### src/rtl/early_redirect_sel.sv
module early_redirect_sel #(
  parameter int DEPTH  = 64,
  parameter int DATA_W = 32,
  parameter int NPATH  = 4,
  localparam int IDX_W = $clog2(DEPTH)
) (
  input  logic                    clk,
  input  logic                    rst_n,
  input  logic                    early_vld,
  input  logic [NPATH-1:0]        early_sel,
  input  logic [NPATH*IDX_W-1:0]  early_idx,
  input  logic                    redir_vld,
  input  logic [IDX_W-1:0]        redir_idx,
  output logic [NPATH-1:0]        ahd_rd_en,
  output logic [NPATH*IDX_W-1:0]  ahd_rd_addr,
  input  logic [NPATH*DATA_W-1:0] ahd_rd_data,
  output logic                    nrm_rd_en,
  output logic [IDX_W-1:0]        nrm_rd_addr,
  input  logic [DATA_W-1:0]       nrm_rd_data,
  output logic                    out_vld,
  output logic [DATA_W-1:0]       out_data
);

  logic [NPATH-1:0]       mask_q;
  logic [NPATH*IDX_W-1:0] idx_q;
  logic [NPATH-1:0]       hit_vec;
  logic                   hit;
  logic                   pend_q;
  logic [DATA_W-1:0]      pick;

  assign ahd_rd_en   = early_sel & {NPATH{early_vld}};
  assign ahd_rd_addr = early_idx;

  always_ff @(posedge clk) begin
    if (!rst_n) begin
      mask_q <= '0;
      idx_q  <= '0;
    end else begin
      mask_q <= ahd_rd_en;
      idx_q  <= early_idx;
    end
  end

  for (genvar g = 0; g < NPATH; g++) begin : g_cmp
    assign hit_vec[g] = mask_q[g] && (idx_q[g*IDX_W +: IDX_W] == redir_idx);
  end

  assign hit = |hit_vec;

  always_comb begin
    pick = '0;
    for (int i = NPATH-1; i >= 0; i--)
      if (hit_vec[i]) pick = ahd_rd_data[i*DATA_W +: DATA_W];
  end

  assign nrm_rd_en   = redir_vld && !hit;
  assign nrm_rd_addr = redir_idx;

  always_ff @(posedge clk) begin
    if (!rst_n) begin
      pend_q   <= 1'b0;
      out_vld  <= 1'b0;
      out_data <= '0;
    end else begin
      pend_q  <= nrm_rd_en;
      out_vld <= (redir_vld && hit) || (pend_q && !redir_vld);
      if (redir_vld && hit)
        out_data <= pick;
      else if (pend_q && !redir_vld)
        out_data <= nrm_rd_data;
    end
  end


  hit_deliver_chk: assert property (@(posedge clk) disable iff (!rst_n)
    (redir_vld && !nrm_rd_en) |=> out_vld);


  miss_deliver_chk: assert property (@(posedge clk) disable iff (!rst_n)
    (nrm_rd_en ##1 !redir_vld) |=> out_vld);


  match_needs_early_chk: assert property (@(posedge clk) disable iff (!rst_n)
    (redir_vld && !nrm_rd_en) |-> $past(early_vld));


  stale_cancel_chk: assert property (@(posedge clk) disable iff (!rst_n)
    ($past(nrm_rd_en) && redir_vld && nrm_rd_en) |=> !out_vld);


  out_cause_chk: assert property (@(posedge clk) disable iff (!rst_n)
    out_vld |-> ($past(redir_vld) || $past(redir_vld, 2)));

endmodule

### config.mk
export PLATFORM = sky130hd
export DESIGN_NAME = early_redirect_sel
export DESIGN_NICKNAME = d
export VERILOG_FILES = /design/src/rtl/early_redirect_sel.sv
export SDC_FILE = /design/constraint.sdc
export NUM_CORES = 1
export LEC_CHECK = 0
export BUFFER_PORTS_ARGS = -buffer_cell sky130_fd_sc_hd__buf_2
export CORE_AREA = 2 2 105 107
export DETAILED_ROUTE_END_ITERATION = 10
export DIE_AREA = 0 0 107 109
export PLACE_DENSITY = 0.67
export SYNTH_ARGS = -nofsm -noshare
export SYNTH_HDL_FRONTEND = slang
export SYNTH_SLANG_ARGS = --single-unit
### constraint.sdc
create_clock -name clk -period 2 [get_ports clk]
set_input_delay 0.2 -clock clk [delete_from_list [all_inputs] [get_ports clk]]
set_output_delay 0.2 -clock clk [all_outputs]
set_load 0.005 [all_outputs]
---- Word level (Yosys, flattened, before mapping) ----
Index checks and enable logic that the tools add are counted.
cells by class
  reductions and logical operators ........ 12
  bitwise gates (word level) .............. 1
  equality and inequality tests ........... 4
  muxes and demuxes ....................... 6
operators with widths
  cell                 count
  two-way mux 32 bit   6
  equality test 6 bit  4
  logical AND 1 bit    7
  AND 4 bit            1
  OR reduction 4 bit   1
  zero test 1 bit      2
  nonzero test 2 bit   1
  logical OR 1 bit     1
word-level totals
  output and inout bits ................... 68
  word-level logic and storage cells ...... 28
  input port bits ......................... 198
  register bits after elaboration ......... 62

---- Longest topological paths before layout ----
Gate-level depths: netlist (run 1).
  depth in word-level cells ............... 7
  gate-level depth with buffers ........... 9
  depth with buffers taken out ............ 6

---- Worst setup path after synthesis (run 1) ----
OpenSTA, ideal clock, no wires.
  kind .................................... input -> register
  from .................................... input port redir_idx[1]
  to ...................................... register out_data[10]
  data arrival time ....................... 1601 ps
  setup slack ............................. 271 ps
  setup time .............................. 128 ps
  data required time ...................... 1872 ps
  stages .................................. 9
  cells stage by stage .................... buf_2 > xnor2_1 > and4_4 > and2_4 > buf_6 > nor4_1 > a21o_1 > buf_4 > a32oi_1
between the ends
  word-level cells in the longest chain between the ends .. 7
  elaborated cells on any way between the ends .. 16
  those cells by class .................... 4 x eq/ne; 5 x mux; 7 x reduce/logical
ends and longest elaborated chain
  item                             line  text
  start: declaration               13    input logic [IDX_W-1:0] redir_idx,
  equality test 6 bit              45    assign hit_vec[g] = mask_q[g] && (idx_q[g*IDX_W +: IDX_W] == redir_idx);
  logical AND 1 bit                45
  two-way mux 32 bit (4 in a row)  53    if (hit_vec[i]) pick = ahd_rd_data[i*DATA_W +: DATA_W];
  two-way mux 32 bit               67    if (redir_vld && hit)
  end signal: assignment           68    out_data <= pick;
  end signal: assignment           70    out_data <= nrm_rd_data;
  end: declaration                 21    output logic [DATA_W-1:0] out_data
Several ways; a longest one is shown, not always the timed one.
A chain may end at the register's enable or synchronous reset.

---- Final worst setup path (run 1) ----
  from .................................... register idx_q[1]
  to ...................................... register out_data[25]
between the ends
  word-level cells in the longest chain between the ends .. 5
  elaborated cells on any way between the ends .. 7
  those cells by class .................... 1 x eq/ne; 2 x mux; 4 x reduce/logical
ends and longest elaborated chain
  item                                                             line  text
  start: declaration                                               25    logic [NPATH*IDX_W-1:0] idx_q;
  start signal: assignment                                         40    idx_q <= early_idx;
  equality test 6 bit (*)                                          45
  logical AND 1 bit (*)                                            45
  OR reduction 4 bit                                               48    assign hit = |hit_vec;
  logical AND 1 bit                                                67
  two-way mux 32 bit / nonzero test 2 bit (equally long branches)  -
Mark *: on every way between the ends. The rest lies on a longest branch, timed or not.

==> results of run 1 <==
## layout make-up
type / count / area, sq um
clock buffer: 10 / 137.6
multi-input combinational: 271 / 1871
tap: 140 / 175.2
fill: 1053 / 5545
clock inverter: 5 / 83.83
sequential: 62 / 1241
timing repair buffer: 286 / 1545
inverter: 1 / 3.754
## cell usage in the layout (no fill, tap or decap), drive strengths merged, types with 2 or more instances in the layout
master	netlist	layout
clkbuf	18	10
xnor2	18	18
a221o	32	32
and3	5	5
clkinvlp	0	2
nor4	2	2
and2	31	31
nand4	3	3
nand3	2	2
buf	50	286
a32oi	32	32
o211ai	32	32
bufinv	0	2
xor2	6	6
nand2	64	64
o21ai	33	33
dfxtp	62	62
nor2	2	2
## cell families after synthesis
| group | Yosys count |
|---|---|
| AOI/OAI and AO/OA | 133 |
| and+or+nand+nor | 114 |
| buffers and inverters | 69 |
| DFF | 62 |
| xor gates and xnor gates | 24 |
## power groups by stage
stage	Combinational (uW)	Clock (uW)	Sequential, uW
floorplan	220	0	1410
global placement	537	0	1400
detailed placement	546	0	1410
CTS	549	1280	1380
global route	604	1330	1390
finish	549	1240	1380
## timing repair
| action | in CTS | in global routing |
|---|---|---|
| setup endpoints to repair | 1 | 28 |
| pin swaps | 0 | 3 |
| resized for setup | 1 | 6 |
## registers in the layout (all words and copies together) (netlist names)
| name | flops |
|---|---|
| out_data | 32 |
| idx_q | 24 |
| mask_q | 4 |
| out_vld | 1 |
| pend_q | 1 |
## per-stage QoR
step,cell area (sq um),worst slack [ns]
final,5057,0.07468
after global routing,5057,-0.02178
after CTS,5030,0.07183
after detailed placement,4802,0.06383
after global placement,4802,0.08853
after floorplan,3506,0.2715
## metal layers
| metal | track usage [%] | vias up | share of wire, % |
|---|---|---|---|
| met5 | 0 | - | 0 |
| met4 | 8.813 | 0 | 1.9 |
| met3 | 4.961 | 21 | 9.1 |
| met2 | 36.40 | 247 | 50 |
| met1 | 24.49 | 1923 | 39 |
| li1 | - | 1929 | - |
## worst paths after layout
path | startpoint | endpoint | cells after the start
setup / recovery | idx_q[1] | out_data[25] | 7
hold reg to reg | out_data[6] | out_data[6] | 2
hold / removal | early_idx[18] | idx_q[18] | 2
setup reg to reg | idx_q[1] | out_data[25] | 7
## worst register-to-register path: stages (launching register included)
cell,delay [ns]
sky130_fd_sc_hd__dfxtp_1,0.32
sky130_fd_sc_hd__xnor2_1,0.16
sky130_fd_sc_hd__nand4_1,0.21
sky130_fd_sc_hd__or4_1,0.46
sky130_fd_sc_hd__o311a_1,0.17
sky130_fd_sc_hd__buf_4,0.22
sky130_fd_sc_hd__o211ai_1,0.14
sky130_fd_sc_hd__a32oi_1,0.13
==> results.py, run 1 <==
metrics = {
    "floorplan": {
        "floorplan.die_area_sq_um": 11660,
        "die_h_microns": 109,
        "dieWidth_microns": 107,
        "pin_count": 266,
        "start_util_pct": 33.07,
        "placement_rows": 38,
        "design.core.area_sq_um": 10600,
    },
    "power_and_ir_drop": {
        "power.share.switching_pct": 25.43,
        "comb_power_share_pct": 17.3,
        "cell_internal_pwr_uw": 2365,
        "netSwitchingPower_uw": 806.7,
        "pwr-share-seq_pct": 43.5,
        "fin_total_pwr_uw": 3172,
        "p_per_area_nw_per_um2": 627.1,
        "power_leakage_uw": 0.002340,
        "vdd_drop_max_uv": 286.2,
        "power_frac_clock_pct": 39.2,
    },
    "drt": {
        "drt_first_pass_iters": 5,
        "wire_per_inst_microns": 16.58,
        "vias_per_cell": 5.316,
        "vias_after_detailed_routing": 4120,
        "drtIter0Drc": 390,
        "finalWirelength_microns": 12850,
        "drcViolationCount": 0,
        "detail-route-antenna-nets": 0,
    },
    "critical_path": {
        "critical_path.endpoint_type": "flip-flop",
        "worst-path-max-fanout": 17,
        "startpoint_type_of_the_worst_setup_path": "flip-flop",
        "library_cell_contributing_the_largest_single_delay_on_the_critical_path": "sky130_fd_sc_hd__or4_1",
        "worst_path_dominant_cell_family": "simple AND/OR/NAND/NOR gates",
        "required_ns": 2.23,
        "reg2reg_slack_ns": 0.07,
        "path_class": "reg2reg",
        "critPathArrivalTime_ns": 2.15,
        "path_cells": "xnor2_1, nand4_1, or4_1, o311a_1, buf_4, o211ai_1, a32oi_1",
        "timing.critical_path.buf_inv": 1,
        "critPathMaxStageDelay_ns": 0.46,
    },
    "sta": {
        "final.hold.worst_slack_ns": 0.06393,
        "finalHoldViolations": 0,
        "worst_clock_skew_ns": 0.01275,
        "tightestPinTransition_ns": 0.7372,
        "number_of_setup_violations_in_the_final_report": 0,
        "final_min_period_over_clock_period_pct": 96.27,
        "timing.setup.tns_ns": 0,
        "final_max_slew_viol_count": 0,
        "achievable_frequency_mhz": 519.4,
        "fin_crit_ns": 1.925,
        "slew_headroom_pct": 50.85,
    },
    "layout": {
        "fin_cells": 775,
        "area_growth_pct": 44.25,
        "final_cell_utilization_of_the_core_pct": 47.70,
        "layout_cell_share_with_drive_strength_beyond_1_pct": 48.98,
        "nNetsFinal": 829,
        "diodes": 0,
    },
    "logic_synthesis": {
        "simple_gate_portion_of_the_synthesized_area_pct": 16.02,
        "synthArstFlopShare_pct": 0,
        "main_synth_ff_type": "sky130_fd_sc_hd__dfxtp_1",
        "synth_fa_ha_area_share_pct": 0,
        "yosysSeqAreaShare_pct": 35.40,
        "ys_types": 33,
        "synth_top_cell_by_area": "sky130_fd_sc_hd__dfxtp_1",
        "synthTopCellsByCount": "64 x sky130_fd_sc_hd__nand2_1, 62 x sky130_fd_sc_hd__dfxtp_1, 33 x sky130_fd_sc_hd__buf_4",
        "number_of_cells_produced_by_synthesis": 402,
        "synthesis.area_per_instance_sq_um": 8.721,
        "yosys-top-cells-area": "sky130_fd_sc_hd__dfxtp_1 35%, sky130_fd_sc_hd__a221o_1 9.1%, sky130_fd_sc_hd__a32oi_1 8.0%",
        "yosys_warnings": 0,
        "synth_fp_nets": 600,
        "yosys.area.top_type_share_pct": 35.40,
        "ys_seq_elements": 62,
        "synth_enable_flop_cells": 0,
        "synth_area_in_compound_gates_pct": 30.34,
        "synthMuxAreaShare_pct": 0,
        "synth_area_sq_um": 3506,
        "dominant_combinational_cell_family_by_area_after_synthesis": "compound AO/OA/AOI/OAI gates",
        "xor_xnor_share_of_the_synthesized_area_pct": 5.996,
        "top_count_cell_post_synth": "sky130_fd_sc_hd__nand2_1",
    },
    "placement": {
        "place_inst": 760,
        "post-dp-hpwl_microns": 9584,
        "place_congestion": 0.7936,
        "numPortBuffers": 265,
    },
    "cts": {
        "cts-htree-levels": 3,
        "cts_root_buffer": "sky130_fd_sc_hd__clkbuf_8",
        "clock_tree.buffer_depth": 2,
        "clkTransAtPathRegs_ns": 0.07,
        "cts_setup_buffers": 0,
        "clkSinkCount": 62,
        "cts-hold-fix-buffers": 0,
        "clkLatencyLatePin_ns": 0.35,
        "cts_buffers": 9,
        "cts_tree": "yes",
    },
    "global_route": {
        "grt_residual_overflow": 0,
        "grt_antenna_before_repair": 0,
        "grt_pass1_wl_microns": 18850,
        "grt_start_max_net_pins": 38,
        "global_route.usage.total_pct": 20.84,
        "first_global_vias": 3959,
    },
    "status": {
        "outcome": "completed",
    },
    "worst_hold_path": {
        "min-delay-path-class": "in2reg",
    },
    "flow_run": {
        "drv.max_cap_violation_count": 0,
    },
}
No activity file was read; power rests on OpenSTA's default activity.
==> run 2, diff against run 1 <==
REMOVE_ABC_BUFFERS = 1   (was default)
clock period = 1.81 ns   (was 2 ns; I/O delays follow)
==> run 2 against run 1 <==
The run now ends with setup timing left; critical path type unchanged; via count did not move; power rose by 7.7%; sequential share of layout area fell by 0.97 points.
==> results.py, run 2 (synthesis gave the netlist of run 1 again) <==
metrics = {
    "critical_path": {
        "required_ns": 2.02,
        "worst-path-max-fanout": 18,
        "reg2reg_slack_ns": -0.07,
        "path_class": "reg2reg",
        "capture_point_of_the_worst_path": "out_data[24]",
        "critPathArrivalTime_ns": 2.08,
        "reg2reg_depth": 7,
        "setup.worst_path.start": "idx_q[1]",
        "r2r-end": "out_data[24]",
        "critical_path.endpoint_type": "flip-flop",
        "startpoint_type_of_the_worst_setup_path": "flip-flop",
        "rr_startpoint": "idx_q[1]",
    },
    "cts": {
        "cts_buffers": 9,
        "clkSinkCount": 62,
        "cts-htree-levels": 3,
        "cts_root_buffer": "sky130_fd_sc_hd__clkbuf_8",
        "clkTransAtPathRegs_ns": 0.07,
        "clock_tree.buffer_depth": 2,
        "clkLatencyLatePin_ns": 0.34,
        "cts_tree": "yes",
    },
    "drt": {
        "drtIter0Drc": 366,
        "wire_per_inst_microns": 17.18,
        "finalWirelength_microns": 13500,
        "detail-route-antenna-nets": 0,
        "vias_after_detailed_routing": 4120,
        "drcViolationCount": 0,
        "vias_per_cell": 5.242,
        "drt_first_pass_iters": 5,
    },
    "sta": {
        "achievable_frequency_mhz": 532.6,
        "number_of_setup_violations_in_the_final_report": 33,
        "fin_crit_ns": 1.878,
        "final_min_period_over_clock_period_pct": 103.7,
        "tightestPinTransition_ns": 0.3431,
        "final_max_slew_viol_count": 0,
        "timing.setup.tns_ns": -1.003,
        "worst_clock_skew_ns": 0.008808,
        "final_critical_path_setup_slack_ns": -0.06764,
        "finalHoldViolations": 0,
        "slew_headroom_pct": 77.05,
        "grt_setup_unrepaired": "true",
    },
    "layout": {
        "mostFrequentLayoutCells": "265 x sky130_fd_sc_hd__buf_2, 64 x sky130_fd_sc_hd__nand2_1, 58 x sky130_fd_sc_hd__dfxtp_1",
        "layout_cell_share_with_drive_strength_beyond_1_pct": 51.55,
        "fin_cells": 786,
        "largest_register_ff_count": 32,
        "area_growth_pct": 50.79,
        "nFillCells": 1040,
        "final_cell_utilization_of_the_core_pct": 49.86,
        "most_common_cell_after_layout_fill_and_taps_aside": "sky130_fd_sc_hd__buf_2",
        "nNetsFinal": 839,
        "registers.top_by_ff_count": "out_data",
        "diodes": 0,
        "reg_top3": "out_data (32), idx_q (24), mask_q (4)",
    },
    "placement": {
        "numPortBuffers": 265,
        "place_congestion": 0.8892,
        "place_inst": 765,
        "pre_cts_slack_ns": -0.2589,
        "post-dp-hpwl_microns": 9887,
    },
    "worst_hold_path": {
        "min-delay-path-class": "in2reg",
    },
    "global_route": {
        "grt_residual_overflow": 0,
        "first_global_vias": 4068,
        "grt_pass1_wl_microns": 19690,
        "global_route.usage.total_pct": 22.09,
        "grt_start_max_net_pins": 35,
        "grt_antenna_before_repair": 0,
    },
    "power_and_ir_drop": {
        "p_per_area_nw_per_um2": 645.9,
        "vdd_drop_max_uv": 357.3,
        "power_leakage_uw": 0.002446,
        "fin_total_pwr_uw": 3414,
    },
    "floorplan": {
        "design.core.area_sq_um": 10600,
        "start_util_pct": 33.07,
        "die_h_microns": 109,
        "floorplan.die_area_sq_um": 11660,
        "placement_rows": 38,
        "pin_count": 266,
        "dieWidth_microns": 107,
    },
    "flow_run": {
        "drv.max_cap_violation_count": 0,
    },
    "status": {
        "outcome": "complete, but fails checks",
        "violations": "setup timing",
    },
}
run 2: cell count changes in the layout (fill, tap and decap cells not counted), moves of 3 or more:
| cell | previous run | this run |
|---|---|---|
| sky130_fd_sc_hd__xnor2_2 | 0 | 4 |
| sky130_fd_sc_hd__xor2_1 | 6 | 3 |
| sky130_fd_sc_hd__dfxtp_2 | 0 | 4 |
| sky130_fd_sc_hd__xnor2_1 | 18 | 14 |
| sky130_fd_sc_hd__dfxtp_1 | 62 | 58 |
| sky130_fd_sc_hd__buf_4 | 14 | 17 |
| sky130_fd_sc_hd__buf_12 | 4 | 7 |
| sky130_fd_sc_hd__buf_8 | 0 | 3 |
| sky130_fd_sc_hd__xor2_2 | 0 | 3 |
run 2: through the flow:
step           hold WS [ns]  cell area (sq um)
3_5_place_dp         0.4023               4865
5_1_grt             0.03869               5286
2_1_floorplan        0.3027               3080
6_report            0.05760               5286
4_1_cts             0.03847               5197
3_3_place_gp         0.3971               4865
run 2: metal layers:
metal  GRT usage (%)  part of all wire (%)  vias up  wire, microns
li1                -                     -     1942              -
met1           23.28                    38     1891           5119
met2           41.81                    50      259           6708
met3           6.635                    10       28           1389
met4           7.421                   2.1        0            284
met5               0                     0        -              0
run 2: layout make-up:
type / instances / area (sq um) / share of cell area [%]
multi-input combinational: 271 / 1946 / 36.80
timing repair buffer: 296 / 1714 / 32.43
sequential: 62 / 1246 / 23.57
tap: 140 / 175.2 / 3.314
clock buffer: 13 / 158.9 / 3.006
clock inverter: 3 / 42.54 / 0.8047
inverter: 1 / 3.754 / 0.07101
run 2: critical path, cell delays in order (launching register included):
cell	delay (ns)
sky130_fd_sc_hd__dfxtp_2	0.33
sky130_fd_sc_hd__xnor2_2	0.16
sky130_fd_sc_hd__nand4_1	0.18
sky130_fd_sc_hd__or4_1	0.47
sky130_fd_sc_hd__o311a_4	0.21
sky130_fd_sc_hd__buf_12	0.18
sky130_fd_sc_hd__o211ai_1	0.10
sky130_fd_sc_hd__a32oi_1	0.12
run 2: how the worst min path moves through the flow:
stage | start | to | slack (ns) | cells past startpoint
after floorplan | rst_n | idx_q[0] | 0.30 | 1
after global placement | early_idx[6] | idx_q[6] | 0.40 | 2
after detailed placement | early_idx[6] | idx_q[6] | 0.40 | 2
after CTS | early_idx[9] | idx_q[9] | 0.04 | 2
after global routing | early_idx[9] | idx_q[9] | 0.04 | 2
final | early_idx[3] | idx_q[3] | 0.06 | 2
run 2: repair_timing:
action / 4_1_cts / 5_1_grt
hold buffers: 0 / 0
resized for setup: 19 / 12
pin swaps: 50 / 9
gates cloned: 2 / 1
endpoints found under the setup margin: 34 / 33
setup buffers: 1 / 1
run 2: where the power goes:
group	internal, uW	switching, uW
clock	711	538
sequential	1470	52.4
combinational	353	288
total	2540	878
==> run 3, diff against run 2 <==
CAP_MARGIN = 20   (was default)
SKIP_LAST_GASP = 1   (was default)
==> run 3 against run 2 <==
The run still ends with setup timing left; sequential share of layout area rose by 0.18 points; via count decreased by 0.22%; cell count fell by 0.13%; power fell by 0.34%; critical path type unchanged; largest cell class unchanged; highest routed layer unchanged.
==> results.py, run 3 (synthesis gave the netlist of run 1 again) <==
metrics = {
    "layout": {
        "registers.top_by_ff_count": "out_data",
        "layout_cell_share_with_drive_strength_beyond_1_pct": 50.54,
        "mostFrequentLayoutCells": "265 x sky130_fd_sc_hd__buf_2, 64 x sky130_fd_sc_hd__nand2_1, 61 x sky130_fd_sc_hd__dfxtp_1",
        "final_cell_utilization_of_the_core_pct": 49.34,
        "fin_cells": 785,
        "area_growth_pct": 49.21,
        "final_design_area_no_fill_sq_um": 5231,
        "reg_top3": "out_data (32), idx_q (24), mask_q (4)",
        "nFillCells": 1044,
        "largest_register_ff_count": 32,
        "nNetsFinal": 838,
        "most_common_cell_after_layout_fill_and_taps_aside": "sky130_fd_sc_hd__buf_2",
        "diodes": 0,
    },
    "cts": {
        "clkLatencyLatePin_ns": 0.34,
        "clock_tree.buffer_depth": 2,
        "cts_buffers": 9,
        "cts_tree": "yes",
        "cts_root_buffer": "sky130_fd_sc_hd__clkbuf_8",
        "clkSinkCount": 62,
        "cts-htree-levels": 3,
        "clkTransAtPathRegs_ns": 0.07,
        "cts-hold-fix-buffers": 0,
    },
    "power_and_ir_drop": {
        "fin_total_pwr_uw": 3403,
        "power.share.switching_pct": 25.60,
        "p_per_area_nw_per_um2": 650.5,
        "netSwitchingPower_uw": 871.2,
        "cell_internal_pwr_uw": 2532,
        "pwr-share-seq_pct": 44.8,
        "vdd_drop_max_uv": 349.4,
        "power_frac_clock_pct": 36.6,
        "comb_power_share_pct": 18.7,
        "power_leakage_uw": 0.002423,
    },
    "critical_path": {
        "critical_path.endpoint_type": "flip-flop",
        "timing.critical_path.buf_inv": 1,
        "required_ns": 2.02,
        "worst_path_dominant_cell_family": "simple AND/OR/NAND/NOR gates",
        "path_class": "reg2reg",
        "path_cells": "xnor2_2, nand4_1, or4_1, o311a_4, buf_12, o211ai_1, a32oi_1",
        "critPathArrivalTime_ns": 2.11,
        "reg2reg_slack_ns": -0.09,
        "r2r-end": "out_data[24]",
        "reg2reg_depth": 7,
        "critical_path_cell_count": 7,
        "critPathMaxStageDelay_ns": 0.48,
        "startpoint_type_of_the_worst_setup_path": "flip-flop",
        "worst-path-max-fanout": 18,
        "library_cell_contributing_the_largest_single_delay_on_the_critical_path": "sky130_fd_sc_hd__or4_1",
        "rr_startpoint": "idx_q[1]",
    },
    "status": {
        "violations": "setup timing",
        "outcome": "complete, but fails checks",
    },
    "global_route": {
        "grt_pass1_wl_microns": 19710,
        "grt_residual_overflow": 0,
        "grt_antenna_before_repair": 0,
        "first_global_vias": 4084,
        "global_route.usage.total_pct": 22.11,
        "grt_start_max_net_pins": 35,
    },
    "floorplan": {
        "die_h_microns": 109,
        "pin_count": 266,
        "placement_rows": 38,
        "start_util_pct": 33.07,
        "floorplan.die_area_sq_um": 11660,
        "design.core.area_sq_um": 10600,
        "dieWidth_microns": 107,
    },
    "sta": {
        "finalHoldViolations": 0,
        "slew_headroom_pct": 77.13,
        "final_max_slew_viol_count": 0,
        "fin_crit_ns": 1.896,
        "tightestPinTransition_ns": 0.3419,
        "number_of_setup_violations_in_the_final_report": 33,
        "final_critical_path_setup_slack_ns": -0.08624,
        "grt_setup_unrepaired": "true",
        "worst_clock_skew_ns": 0.007324,
        "achievable_frequency_mhz": 527.4,
        "final_min_period_over_clock_period_pct": 104.8,
    },
    "drt": {
        "drt_first_pass_iters": 5,
        "vias_after_detailed_routing": 4111,
        "drtIter0Drc": 338,
        "detail-route-antenna-nets": 0,
        "drcViolationCount": 0,
        "wire_per_inst_microns": 17.10,
        "finalWirelength_microns": 13420,
        "vias_per_cell": 5.237,
    },
    "placement": {
        "place_inst": 765,
        "post-dp-hpwl_microns": 9887,
        "numPortBuffers": 265,
        "place_congestion": 0.8892,
        "pre_cts_slack_ns": -0.2589,
        "detailed_place.area_sq_um": 4865,
    },
    "worst_hold_path": {
        "timing.hold.worst.start": "early_idx[22]",
        "timing.hold.worst_path_depth": 2,
        "min_delay_worst_endpoint": "idx_q[22]",
        "min-delay-path-class": "in2reg",
    },
    "flow_run": {
        "drv.max_cap_violation_count": 0,
    },
}
==> run 3: changes by cell type in the layout (fill, tap and decap cells not counted) <==
cell	before	now
sky130_fd_sc_hd__buf_8	3	2
sky130_fd_sc_hd__dfxtp_2	4	1
sky130_fd_sc_hd__xor2_2	3	2
sky130_fd_sc_hd__clkbuf_16	1	0
sky130_fd_sc_hd__xnor2_2	4	2
sky130_fd_sc_hd__buf_6	2	3
sky130_fd_sc_hd__dfxtp_1	58	61
sky130_fd_sc_hd__xnor2_1	14	16
sky130_fd_sc_hd__xor2_1	3	4
==> run 3: repair_timing <==
action                     in CTS  in global routing
hold endpoints to repair        0                  0
gates cloned                    2                  0
pin swaps                      22                  4
resized for setup              19                  5
buffers inserted                1                  1
setup endpoints to repair      34                 33
==> run 3: per-stage QoR <==
| step | hold WS, ns | setup TNS (ns) |
|---|---|---|
| CTS | 0.03847 | -1.374 |
| global placement | 0.3971 | -5.336 |
| finish | 0.05950 | -1.560 |
| detailed placement | 0.4023 | -6.231 |
| global route | 0.03869 | -4.121 |
| floorplan | 0.3027 | -24.05 |
==> run 3: layout make-up <==
class                   instances  area, sq um  share of cell area [%]
flip-flops and latches         62         1242                   23.75
repair buffers                295         1685                   32.22
inverters                       1        3.754                 0.07175
multi-input cells             271         1923                   36.76
well taps                     140        175.2                   3.348
clock inverters                 3        42.54                  0.8132
clock buffers                  13        158.9                   3.038
==> run 3: metal layers <==
layer / vias up / wire, microns / GRT usage [%]
li1: 1941 / - / -
met1: 1891 / 5109 / 23.28
met2: 255 / 6692 / 41.86
met3: 24 / 1368 / 6.635
met4: 0 / 252 / 7.514
met5: - / 0 / 0
==> run 3: worst max path at each step <==
stage | start | to
floorplan | idx_q[6] | out_data[0]
global placement | redir_idx[1] | out_data[4]
detailed placement | redir_idx[0] | out_data[16]
CTS | idx_q[14] | nrm_rd_en
global route | idx_q[1] | out_data[5]
finish | idx_q[1] | out_data[24]
==> run 3: worst reg2reg max path, delay by kind of cell (launching register included) <==
| kind | cells | cell delay, ns |
|---|---|---|
| buffers and inverters | 1 | 0.17 |
| AND/OR/NAND/NOR | 2 | 0.66 |
| XOR/XNOR | 1 | 0.17 |
| flip-flops | 1 | 0.33 |
| AO/OA/AOI/OAI | 3 | 0.43 |
==> run 3: power by group through the flow <==
stage	combinational (uW)	sequential [uW]	clock, uW
final	635	1520	1240
after global routing	692	1530	1350
after CTS	634	1520	1290
after detailed placement	621	1550	0
after global placement	612	1550	0
after floorplan	165	1550	0
